`src/rtl/cegate_pkg.sv`:
```
package cegate_pkg;

  typedef enum logic [1:0] {
    GATE_OPEN  = 2'd0,
    GATE_DRAIN = 2'd1,
    GATE_SHUT  = 2'd2
  } gateState_e;

  typedef struct packed {
    logic cntLoad;
    logic cntInc;
    logic passEn;
  } gateStrobe_t;

endpackage

```
`src/rtl/cegate_dp.sv`:
```
module cegate_dp
  import cegate_pkg::*;
#(
  parameter int TIMEOUT_CYC = 3000
) (
  input  logic        clk,
  input  logic        porN,
  input  gateStrobe_t strobe,
  input  logic        ceInN,
  output logic        ceOutN,
  output logic        cntDone
);

  localparam int CNT_W = $clog2(TIMEOUT_CYC + 1);
  localparam logic [CNT_W-1:0] CNT_LIMIT = CNT_W'(TIMEOUT_CYC);

  logic [CNT_W-1:0] drainCnt;

  // The edge that first sees reset counts as cycle one of the drain window.
  always_ff @(posedge clk or negedge porN) begin
    if (!porN) begin
      drainCnt <= '0;
    end else if (strobe.cntLoad) begin
      drainCnt <= CNT_W'(1);
    end else if (strobe.cntInc && (drainCnt != CNT_LIMIT)) begin
      drainCnt <= drainCnt + CNT_W'(1);
    end
  end

  assign cntDone = (drainCnt >= CNT_LIMIT);

  // A closed gate drives the memory select to its inactive level.
  assign ceOutN = strobe.passEn ? ceInN : 1'b1;

  p_cnt_bound_r6: assert property (@(posedge clk) disable iff (!porN)
    drainCnt <= CNT_LIMIT);

endmodule

```
`src/rtl/cegate_ctrl.sv`:
```
module cegate_ctrl
  import cegate_pkg::*;
(
  input  logic        clk,
  input  logic        porN,
  input  logic        supReset,
  input  logic        ceInN,
  input  logic        cntDone,
  output gateStrobe_t strobe,
  output logic        gateOpen
);

  gateState_e state, stateNxt;

  always_ff @(posedge clk or negedge porN) begin
    if (!porN) state <= GATE_SHUT;
    else       state <= stateNxt;
  end

  always_comb begin
    stateNxt       = state;
    strobe.cntLoad = 1'b0;
    strobe.cntInc  = 1'b0;
    unique case (state)
      GATE_OPEN: begin
        if (supReset) begin
          if (ceInN) begin
            stateNxt = GATE_SHUT;
          end else begin
            stateNxt       = GATE_DRAIN;
            strobe.cntLoad = 1'b1;
          end
        end
      end
      GATE_DRAIN: begin
        if (!supReset) begin
          stateNxt = GATE_OPEN;
        end else if (ceInN || cntDone) begin
          stateNxt = GATE_SHUT;
        end else begin
          strobe.cntInc = 1'b1;
        end
      end
      GATE_SHUT: begin
        if (!supReset && ceInN) stateNxt = GATE_OPEN;
      end
      default: stateNxt = GATE_SHUT;
    endcase
  end

  assign strobe.passEn = (state != GATE_SHUT);
  assign gateOpen      = strobe.passEn;

  p_idle_close_r4: assert property (@(posedge clk) disable iff (!porN)
    (state == GATE_OPEN && supReset && ceInN) |=> !gateOpen);

  p_drain_keep_r5: assert property (@(posedge clk) disable iff (!porN)
    (state == GATE_DRAIN && supReset && !ceInN && !cntDone) |=> gateOpen);

  p_timeout_r6: assert property (@(posedge clk) disable iff (!porN)
    (state == GATE_DRAIN && supReset && cntDone) |=> !gateOpen);

  p_hold_shut_r7: assert property (@(posedge clk) disable iff (!porN)
    (!gateOpen && supReset) |=> !gateOpen);

  p_no_partial_r8: assert property (@(posedge clk) disable iff (!porN)
    (!gateOpen && !ceInN) |=> !gateOpen);

  p_release_r9: assert property (@(posedge clk) disable iff (!porN)
    (state == GATE_DRAIN && !supReset) |=> (state == GATE_OPEN));

endmodule

```
`src/rtl/ce_reset_gate.sv`:
```
module ce_reset_gate
  import cegate_pkg::*;
#(
  parameter int TIMEOUT_CYC = 3000
) (
  input  logic clk,
  input  logic porN,
  input  logic supReset,
  input  logic ceInN,
  output logic ceOutN,
  output logic gateOpen
);

  gateStrobe_t strobe;
  logic        cntDone;

  cegate_ctrl ctrl_i (
    .clk      (clk),
    .porN     (porN),
    .supReset (supReset),
    .ceInN    (ceInN),
    .cntDone  (cntDone),
    .strobe   (strobe),
    .gateOpen (gateOpen)
  );

  cegate_dp #(.TIMEOUT_CYC(TIMEOUT_CYC)) dp_i (
    .clk     (clk),
    .porN    (porN),
    .strobe  (strobe),
    .ceInN   (ceInN),
    .ceOutN  (ceOutN),
    .cntDone (cntDone)
  );

  p_pass_r2: assert property (@(posedge clk) disable iff (!porN)
    gateOpen |-> (ceOutN == ceInN));

  p_shut_high_r3: assert property (@(posedge clk) disable iff (!porN)
    !gateOpen |-> ceOutN);

endmodule

```
`config.mk`:
```
export PLATFORM = sky130hd
export DESIGN_NAME = ce_reset_gate
export DESIGN_NICKNAME = d
export VERILOG_FILES = /design/src/rtl/cegate_pkg.sv /design/src/rtl/cegate_dp.sv /design/src/rtl/cegate_ctrl.sv /design/src/rtl/ce_reset_gate.sv
export SDC_FILE = /design/constraint.sdc
export NUM_CORES = 1
export LEC_CHECK = 0
export CAP_MARGIN = 40
export CORE_MARGIN = 2
export CORE_UTILIZATION = 60
export CTS_BUF_LIST = sky130_fd_sc_hd__clkbuf_8
export DETAILED_ROUTE_END_ITERATION = 10
export DONT_BUFFER_PORTS = 1
export GPL_TIMING_DRIVEN = 0
export PLACE_DENSITY_LB_ADDON = 0.3
export RECOVER_POWER = 100
export SYNTH_ARGS = -nofsm -noshare
export SYNTH_HDL_FRONTEND = slang
export SYNTH_HIERARCHICAL = 1
export SYNTH_SLANG_ARGS = --single-unit
```
`constraint.sdc`:
```
create_clock -name clk -period 4.2 [get_ports clk]
set_input_delay 0.63 -clock clk [delete_from_list [all_inputs] [get_ports clk]]
set_output_delay 0.63 -clock clk [all_outputs]
set_load 0.02 [all_outputs]
```
Word-level counts from Yosys, hierarchy flattened
Index checks and enable logic that the tools add are counted.
{"block": "op_classes", "n_addsub": 1, "magnitude_cmp": 1, "eq_ne": 7, "mux": 15, "n_reduce_logical": 7}
{"cell": "12-bit 2-to-1 mux", "n": 2}
{"cell": "12-bit by 1-bit adder with 12-bit output, second input constant", "n": 1}
{"cell": "12-bit greater-or-equal comparator, second input constant", "n": 1}
{"cell": "12-bit inequality test, second input constant", "n": 1}
{"cell": "2-bit 2-to-1 mux", "n": 5}
{"cell": "1-bit 2-to-1 mux", "n": 7}
{"cell": "2-bit case mux with 3 select lines", "n": 1}
{"cell": "2-bit inequality test, second input constant", "n": 2}
{"cell": "3-bit by 2-bit inequality test with 1-bit output, second input constant", "n": 1}
{"cell": "3-bit AND reduction", "n": 1}
{"cell": "2-bit by 1-bit equality test with 1-bit output, second input constant", "n": 1}
{"cell": "2-bit equality test, second input constant", "n": 1}
{"cell": "1-bit logical AND", "n": 2}
{"cell": "2-bit logical NOT", "n": 1}
{"cell": "2-bit by 1-bit inequality test with 1-bit output, second input constant", "n": 1}
{"cell": "2-bit nonzero test", "n": 1}
{"cell": "1-bit logical NOT", "n": 1}
{"cell": "1-bit logical OR", "n": 1}
{"block": "word_totals", "register_bits": 14, "in_bits": 4, "output_inout_bits": 2, "word_cells": 33}

Logic depth before layout (Yosys ltp)
Gate-level depths: netlist (run 1).
{"block": "depth", "word_depth": 8, "depth_mapped": 10, "ltp_nobuf": 8}

Hierarchy
The synthesis (run 1) kept the hierarchy.
{"module": "cegate_dp", "n_inst": 1, "cells_per_inst": 70, "area_each_um2": 699.4, "seq_area_each_um2": 300.3}
{"module": "cegate_ctrl", "n_inst": 1, "cells_per_inst": 12, "area_each_um2": 117.6, "seq_area_each_um2": 51.3}

Worst setup path before layout (run 1)
Ideal clock, no wire load.
{"block": "synth_path", "path_kind": "input -> register", "startpoint": "in ceInN", "endpoint": "reg dp_i.drainCnt[9]", "setup_ns": 0.132, "t_arrival_ns": 1.942, "required_ns": 4.068, "slack_ns": 2.126, "stages": 7, "n_path_buf": 1, "cell_sequence": "or3b_1 -> nor3_2 -> and4_1 -> buf_2 -> nand4_1 -> xor2_1 -> nor2_1"}
{"item": "start: declaration", "line_no": "ce_reset_gate.sv:9", "rtl": "input logic ceInN,"}
{"item": "end signal: assignment", "line_no": "cegate_dp.sv:26", "rtl": "drainCnt <= drainCnt + CNT_W'(1);"}
{"item": "end: declaration", "line_no": "cegate_dp.sv:17", "rtl": "logic [CNT_W-1:0] drainCnt;"}

==> metrics.txt, run 1 <==
clk slew on worst S/H paths ~0.06 ns; largest net degree at the start of global routing 15; Crit-path slowest cell nor3_1; Clock Path Buffers 2; Yosys Warn Count 6; largest stage delay on the critical path approximately 0.56 ns; CP delay by family, top simple AND/OR/NAND/NOR gates; Seq/Total Area, Yosys 0.430; Power Dens Cells approximately 340 mW/mm^2; VDD IR-drop max 0.258 mV; clock sinks 14; post-route ant nets 0; Routability Congestion roughly 0.86; FMAX around 380 MHz; RSZ-0062 raised after global routing false; vias in the first global route 585; WS Path Type reg2reg; max-cap violations 0; DRC violations left 0; Initial Util 0.636; fin nets 93; met1 usage 0.336; total track usage 0.251; synthesized flop and latch total 14; Synth area leaders dfrtp_1, xor2_1, nor2_1; fill count just over 90; post-synth top area share 0.398; final hold vios 0; I/O pins 6; Cell Rows 13; CP most frequent cell clkbuf_1; area delta synth->final 7.35%; Crit path arrival time between 2 and 3 ns; max-slew violations 0; clock buffer count from CTS 3; post-DP HPWL roughly 1.1 mm; die span in y between 40 and 50 microns; met2 Track Usage GR 0.363; most frequent cells in the layout dfrtp_1, nor2_1, nand2_1, xor2_1; Final Cycle Share 0.632; Post-Syn Nets 88; layout cells sized above 1 0.151; Reg area approximately 350 sq um; CP Launch Type flop; Post-DP Area 836 sq um; Vias between 600 and 700; clk root buf clkbuf_8; core region area 0.00128 sq mm; CP cell instances clkbuf_1 -> a31oi_1 -> nor3b_1 -> o21a_1 -> nor3_1 -> and4_1 -> clkbuf_1 -> nand4_1 -> xor2_1 -> nor2_1; Die Area 0.00167 sq mm; Antenna Cells 0; Slew @ Worst Pin 0.658 ns; Worst setup EP type flop; Tmin final 2.65 ns; H-tree levels 1; Die X roughly 41 microns; post-route cell area 877 sq um; grt ovf 0; worst skew pair latency 0.24 ns; crit-path max FO 8; Post-Syn Area per Cell 9.96 sq um; DRT iter0 DRCs 36; Setup TNS 0 ns; Setup Buffers After CTS 0; area of the multi-input gates 414 sq um; GRT Max-Usage Layer met2; Synth Cell Area between 800 and 900 sq um; Worst Path Required between 4 and 5 ns; Critical path buffers and inverters 2; initial antenna violation count 0; area leader, netlist dfrtp_1; met3 Use GR 0.0652; status finished, final reports clean; CTS tree done; IO Port Bufs 0; Hold WC Path Type in2async; Mapped Cells 82; Cell variety after synth 35; vias per inst 6.17; Slew headroom 0.558; Hold-fix buffers, CTS 0; drt pass-1 iters 4; Routed Wire Length 1.58 mm; Gates resized, CTS repair 0; endpoints failing setup 0; Setup Skew 0.000924 ns; first-pass GRT wire length approximately 2.6 mm; WL/cell 15.6 microns; most common cell after layout, fill and taps aside dfrtp_1; Leak 0.397 nW
==> cells in the mapped netlist, drive strengths merged <==
library cell  number
and4               2
ha                 2
o21ai              3
o31ai              1
a21oi              5
nor3               2
nor2               9
clkbuf             1
dfstp              1
a31oi              1
nand3              3
or3b               1
and3               2
nand4              4
xnor2              3
nand4b             1
buf                4
nand4bb            1
inv                3
mux2i              2
o21a               1
dfrtp             13
nand2b             2
nor3b              1
xor2               5
or3                3
nand2              5
nor4               1
==> path summary, 6_finish.rpt <==
check                                 start           endpoint  slack (ns)  depth (start not counted)
max                        dp_i/drainCnt[4]  dp_i/drainCnt[11]        1.55                         10
min                                    porN   dp_i/drainCnt[6]        0.08                          0
max reg2reg                dp_i/drainCnt[4]  dp_i/drainCnt[11]        1.55                         10
min reg2reg                 ctrl_i/state[0]    ctrl_i/state[0]        0.49                          1
max in group asynchronous              porN    ctrl_i/state[1]        3.96                          0
min in group clk            ctrl_i/state[0]    ctrl_i/state[0]        0.49                          1
==> state kept, by name, summed over array words and instances (netlist names) <==
register       cells
dp_i/drainCnt     12
ctrl_i/state       2
==> logic make-up (layout without fill, tap and decap cells) <==
logic type | count (synthesis) | count (layout) | synth area share
compound gates | 11 | 11 | 0.0965
xor+xnor | 8 | 8 | 0.0858
fa+ha+maj | 2 | 2 | 0.0306
buf+inv | 8 | 12 | 0.0490
flops | 14 | 14 | 0.430
mux | 2 | 2 | 0.0245
simple gates | 37 | 37 | 0.283
==> cell type report <==
| type | count | area share |
|---|---|---|
| Clock buffer | 4 | 0.0628 |
| Inverter | 3 | 0.0128 |
| Multi-Input combinational cell | 60 | 0.472 |
| Tap cell | 15 | 0.0214 |
| Sequential cell | 14 | 0.401 |
| Buffer | 5 | 0.0300 |
==> through the flow <==
stage | hold slack (ns) | std cells | worst slack [ns] | total power, mW | util
finish | 0.0751 | 101 | 1.55 | 0.300 | 0.683
detailed placement | 0.335 | 97 | 1.94 | 0.172 | 0.650
CTS | 0.0729 | 101 | 1.91 | 0.302 | 0.693
global placement | 0.335 | 97 | 1.97 | 0.170 | 0.650
global route | 0.0633 | 101 | 1.35 | 0.313 | 0.683
floorplan | 0.334 | 82 | 2.13 | 0.167 | -
==> metal layers <==
| metal | up-vias | share of wire |
|---|---|---|
| met5 | - | 0 |
| met4 | 0 | 0.018 |
| met3 | 4 | 0.050 |
| met2 | 22 | 0.49 |
| met1 | 303 | 0.44 |
| li1 | 294 | - |
==> power breakdown <==
group	internal (mW)	total [mW]	leakage, nW	switching, mW
Combinational	0.00930	0.0235	0.181	0.0142
Sequential	0.141	0.146	0.187	0.00481
Clock	0.0830	0.131	0.0288	0.0477
No activity file was read; power rests on OpenSTA's default activity.
==> run 2, diff against run 1 <==
--- a/config.mk
+++ b/config.mk
@@ -7,7 +7,7 @@
 export LEC_CHECK = 0
 export CAP_MARGIN = 40
 export CORE_MARGIN = 2
-export CORE_UTILIZATION = 60
+export CORE_UTILIZATION = 57
 export CTS_BUF_LIST = sky130_fd_sc_hd__clkbuf_8
 export DETAILED_ROUTE_END_ITERATION = 10
 export DONT_BUFFER_PORTS = 1
==> constraint.sdc (replaced) <==
create_clock -name clk -period 2.3 [get_ports clk]
set_input_delay 0.345 -clock clk [delete_from_list [all_inputs] [get_ports clk]]
set_output_delay 0.345 -clock clk [all_outputs]
set_load 0.02 [all_outputs]
==> run 2 against run 1 <==
Net effect: sequential power grew 82%; final area grew 2.3%; combinational power grew 110%; die area grew 4.7%.
==> metrics.txt, run 2 (synthesis gave the netlist of run 1 again) <==
status finished, final reports clean; fin nets 95 (+2.2%); Critical path buffers and inverters 1 (-1); CP Launch Type flop; IO Port Bufs 0 (unchanged); WS Path Type reg2reg; met1 usage 0.263 (-0.0730); Crit path arrival time 2.29 ns (-0.47 ns); Power Dens Cells 577 mW/mm^2 (+69%); Worst setup EP type flop; fill count 100 (+9.9%); Non-Filler Instances 103 (+2.0%); Most flops, register dp_i/drainCnt; most common cell after layout, fill and taps aside dfrtp_1; Die X 41.9 microns (+2.3%); Psw 0.124 mW (+86%); Top Registers dp_i/drainCnt x12, ctrl_i/state x2; Routed Wire Length 1.52 mm (-4.0%); Slew @ Worst Pin 0.630 ns (-0.0275 ns); Setup TNS 0 ns (unchanged); Hold WC Path Type in2reg; FMAX 470 MHz (+25%); Vias 603 (-3.2%); die span in y 41.9 microns (+2.3%); Final Cycle Share 0.924 (+0.292); I/O pins 6 (unchanged); DRC violations left 0 (unchanged); clock buffer count from CTS 3 (unchanged); H-tree levels 1 (unchanged); internal power 0.393 mW (+69%); clock power share 0.393 (-0.043); CTS tree done; Leak 0.419 nW (+5.6%); Antenna Cells 0 (unchanged); crit-path max FO 8 (unchanged); clk root buf clkbuf_8; initial antenna violation count 0 (unchanged); final hold vios 0 (unchanged); Util after Layout 0.681 (-0.00166); Sw Ratio 0.240 (+0.0178); clk slew on worst S/H paths 0.06 ns (about the same); max reg flops 12 (unchanged); clock sinks 14 (unchanged); total track usage 0.189 (-0.0618); most frequent cells in the layout dfrtp_1, nor2_1, nand2_1, a21oi_1, xor2_1; largest net degree at the start of global routing 15 (unchanged); VDD IR-drop max 0.663 mV (+160%); Die Area 0.00175 sq mm (+4.7%); Clock Path Buffers 2 (unchanged); vias per inst 5.85 (-5.1%); Crit-path slowest cell or3_1; drt pass-1 iters 4 (unchanged); vias in the first global route 575 (-1.7%); endpoints failing setup 0 (unchanged); post-DP HPWL 1.03 mm (-2.3%); max-cap violations 0 (unchanged); Slew headroom 0.578 (+0.0203); CP cell instances buf_4 -> a31oi_1 -> nor3b_1 -> o21a_1 -> nor3_4 -> nand4_2 -> or3_1 -> a21oi_1; WHS 0.278 ns (+0.203 ns); Cell Rows 13 (unchanged); WL/cell 14.7 microns (-5.9%); DRT iter0 DRCs 36 (unchanged); layout cells sized above 1 0.170 (+0.0193); Overall Power 0.518 mW (+73%); Tmin final 2.13 ns (-0.529 ns); DP Cell Count 97 (unchanged); share of power burned in registers 0.511 (+0.025); core region area 0.00132 sq mm (+2.5%); post-route ant nets 0 (unchanged); max-slew violations 0 (unchanged); Routability Congestion 0.861 (-0.19%); Comb power frac 0.095 (+0.017); Setup Skew 0.00462 ns (+0.00369 ns); grt ovf 0 (unchanged); CP delay by family, top simple AND/OR/NAND/NOR gates; area delta synth->final 9.80%; met3 Use GR 0.0522 (-0.0130); Initial Util 0.620 (-0.0157); met2 Track Usage GR 0.275 (-0.0883); GRT Max-Usage Layer met2; first-pass GRT wire length 2.48 mm (-5.0%); largest stage delay on the critical path 0.41 ns (-0.15 ns); Worst Path Required 2.47 ns (-1.84 ns); RSZ-0062 raised after global routing false; register-to-register setup slack 0.17 ns (-1.37 ns); worst skew pair latency 0.24 ns (about the same)
-- run 2: timing repair --
action / 4_1_cts / 5_1_grt
endpoints found under the hold margin: 14 / 0
hold buffers: 1 / 0
endpoints found under the setup margin: 0 / 7
resized for setup: 0 / 1
setup buffers: 0 / 1
-- run 2: layer usage --
| layer | part of all wire | routed length (microns) | vias up |
|---|---|---|---|
| met5 | 0 | 0 | - |
| met4 | 0.0079 | 12 | 0 |
| met3 | 0.053 | 81 | 2 |
| met2 | 0.48 | 729 | 25 |
| met1 | 0.46 | 692 | 279 |
| li1 | - | - | 297 |
-- run 2: worst paths after layout --
kind,depth (start not counted),endpoint,from
setup / recovery,8,dp_i/drainCnt[8],dp_i/drainCnt[3]
hold / removal,2,ctrl_i/state[1],supReset
setup reg to reg,8,dp_i/drainCnt[8],dp_i/drainCnt[3]
hold reg to reg,1,ctrl_i/state[0],ctrl_i/state[0]
max in group asynchronous,1,dp_i/drainCnt[11],porN
min in group asynchronous,1,dp_i/drainCnt[2],porN
-- run 2: metrics by stage --
stage	area (sq um)	setup slack, ns
6_report	897	0.174
5_1_grt	897	0.0686
4_1_cts	891	0.0375
3_5_place_dp	836	0.0802
3_3_place_gp	836	0.102
2_1_floorplan	817	0.309
-- run 2: area by class of cell --
class                           count  area, sq um  area share
Multi-Input combinational cell     60          428       0.477
Inverter                            3         11.3      0.0126
Clock inverter                      1         3.75     0.00418
Timing Repair Buffer                2         13.8      0.0153
Tap cell                           15         18.8      0.0209
Buffer                              5         28.8      0.0321
Sequential cell                    14          352       0.392
Clock buffer                        3         41.3      0.0460
-- run 2: power groups by stage --
stage	clock network, mW	logic (mW)	registers (mW)
after floorplan	0	0.0373	0.267
after global placement	0	0.0418	0.269
after detailed placement	0	0.0433	0.269
after CTS	0.210	0.0500	0.265
after global routing	0.222	0.0563	0.266
final	0.204	0.0494	0.265
==> run 3, diff against run 2 <==
--- a/config.mk
+++ b/config.mk
@@ -7,7 +7,7 @@
 export LEC_CHECK = 0
 export CAP_MARGIN = 40
 export CORE_MARGIN = 2
-export CORE_UTILIZATION = 57
+export CORE_UTILIZATION = 56
 export CTS_BUF_LIST = sky130_fd_sc_hd__clkbuf_8
 export DETAILED_ROUTE_END_ITERATION = 10
 export DONT_BUFFER_PORTS = 1
==> run 3 against run 2 <==
Net effect: clock power down 3%; hold slack worse by 0.0017 ns; cell count is 0.97% lower; sequential power about the same.
==> metrics.txt, run 3 (synthesis gave the netlist of run 1 again) <==
status finished, final reports clean; total track usage 0.195 (+0.00576); max reg flops 12 (unchanged); DRT iter0 DRCs 15 (-58%); Setup Skew 0.00472 ns (+0.000102 ns); Routability Congestion 0.820 (-4.8%); CTS tree done; IO Port Bufs 0 (unchanged); Final Cycle Share 0.909 (-0.0154); Worst R2R Start dp_i/drainCnt[3]; Die Area 0.00178 sq mm (+1.6%); crit-path max FO 8 (unchanged); Vias 593 (-1.7%); most frequent cells in the layout dfrtp_1, nor2_1, nand2_1, a21oi_1, xor2_1; Most flops, register dp_i/drainCnt; Util after Layout 0.659 (-0.0214); vias in the first global route 620 (+7.8%); Clock Path Buffers 2 (unchanged); I/O pins 6 (unchanged); clk slew on worst S/H paths 0.06 ns (about the same); Antenna Cells 0 (unchanged); RSZ-0062 raised after global routing false; Overall Power 0.512 mW (-1.1%); area of the multi-input gates 414 sq um (-3.2%); max-slew violations 0 (unchanged); clock buffer count from CTS 3 (unchanged); Slew @ Worst Pin 0.610 ns (-0.0198 ns); post-DP HPWL 980 microns (-5.0%); core region area 0.00133 sq mm (+1.2%); initial antenna violation count 0 (unchanged); fin nets 94 (-1.1%); WS Path Type reg2reg; final hold vios 0 (unchanged); register-to-register setup slack 0.21 ns (+0.04 ns); fill count 101 (+1.0%); H-tree levels 1 (unchanged); Setup TNS 0 ns (unchanged); Routed Wire Length 1.50 mm (-0.92%); largest net degree at the start of global routing 15 (unchanged); Cell Rows 13 (unchanged); crit path to dp_i/drainCnt[11]; Worst Path Required 2.41 ns (-0.06 ns); Top Registers dp_i/drainCnt x12, ctrl_i/state x2; Leak 0.419 nW (about the same); Setup Buffers After CTS 0 (unchanged); Die X 42.2 microns (+0.80%); Initial Util 0.613 (-0.00756); layout cells sized above 1 0.161 (-0.00954); WL/cell 14.7 microns (about the same); drt pass-1 iters 4 (unchanged); Tmin final 2.09 ns (-0.0353 ns); Crit path arrival time 2.20 ns (-0.09 ns); grt ovf 0 (unchanged); most common cell after layout, fill and taps aside dfrtp_1; VDD IR-drop max 0.444 mV (-33%); vias per inst 5.81 (-0.69%); post-route ant nets 0 (unchanged); Hold WC Path Type in2reg; Slew headroom 0.592 (+0.0133); cells on worst reg2reg path 10 (+2); area delta synth->final 7.66%; endpoints failing setup 0 (unchanged); Power Dens Cells 582 mW/mm^2 (+0.89%); max-cap violations 0 (unchanged); clock sinks 14 (unchanged); CP Launch Point dp_i/drainCnt[3]; Worst setup EP type flop; CP Launch Type flop; DRC violations left 0 (unchanged); clk root buf clkbuf_8; Reg area 352 sq um (unchanged); r2r endpoint dp_i/drainCnt[11]; die span in y 42.2 microns (+0.80%); FMAX 478 MHz (+1.7%); first-pass GRT wire length 2.62 mm (+5.6%); worst skew pair latency 0.24 ns (about the same)
## run 3: final cells by class
| cell class | count | share of cell area |
|---|---|---|
| repair buffers | 1 | 0.0114 |
| flip-flops and latches | 14 | 0.400 |
| clock buffers | 3 | 0.0469 |
| well taps | 15 | 0.0213 |
| multi-input cells | 60 | 0.471 |
| inverters | 3 | 0.0128 |
| plain buffers | 5 | 0.0327 |
| clock inverters | 1 | 0.00427 |
## run 3: worst min path at each step
| stage | slack [ns] | start | cells past startpoint | end |
|---|---|---|---|---|
| after floorplan | 0.05 | porN | 0 | ctrl_i/state[0] |
| after global placement | 0.05 | porN | 0 | dp_i/drainCnt[6] |
| after detailed placement | 0.05 | porN | 0 | dp_i/drainCnt[3] |
| after CTS | 0.27 | supReset | 2 | ctrl_i/state[1] |
| after global routing | 0.30 | supReset | 2 | ctrl_i/state[1] |
| final | 0.28 | supReset | 2 | ctrl_i/state[1] |
## run 3: per-layer routing
metal  vias up  track usage  share of wire
met5         -            0              0
met4         0        0.100         0.0080
met3         2       0.0474          0.038
met2        13        0.292           0.45
met1       283        0.260           0.51
li1        295            -              -
## run 3: timing repair
item | CTS | global route
endpoints found under the hold margin | 14 | 0
resized for setup | 0 | 2
hold buffers | 1 | 0
setup endpoints to repair | 0 | 7
## run 3: report_power, final
part | internal, mW | leakage (nW) | switching, mW | total, mW
Sequential | 0.257 | 0.187 | 0.00858 | 0.266
Clock | 0.118 | 0.0269 | 0.0796 | 0.197
Combinational | 0.0180 | 0.205 | 0.0309 | 0.0489
Total | 0.393 | 0.419 | 0.119 | 0.512
## run 3: per-stage QoR
| step | hold WS [ns] | instance area [sq um] | std cells | setup slack (ns) |
|---|---|---|---|---|
| 3_5_place_dp | 0.0498 | 836 | 97 | 0.0979 |
| 2_1_floorplan | 0.0494 | 817 | 82 | 0.309 |
| 3_3_place_gp | 0.0498 | 836 | 97 | 0.112 |
| 5_1_grt | 0.298 | 880 | 102 | 0.0638 |
| 4_1_cts | 0.269 | 891 | 102 | 0.0493 |
| 6_report | 0.277 | 880 | 102 | 0.210 |
## run 3: critical path, cell delays in order (launching register included)
cell and delay, ns:
dfrtp_1 0.36, buf_4 0.17, a31oi_1 0.21, nor3b_1 0.08, o21a_1 0.22, nor3_4 0.19, and4_1 0.21, buf_2 0.16
nand4_1 0.14, xor2_1 0.16, nor2_1 0.05
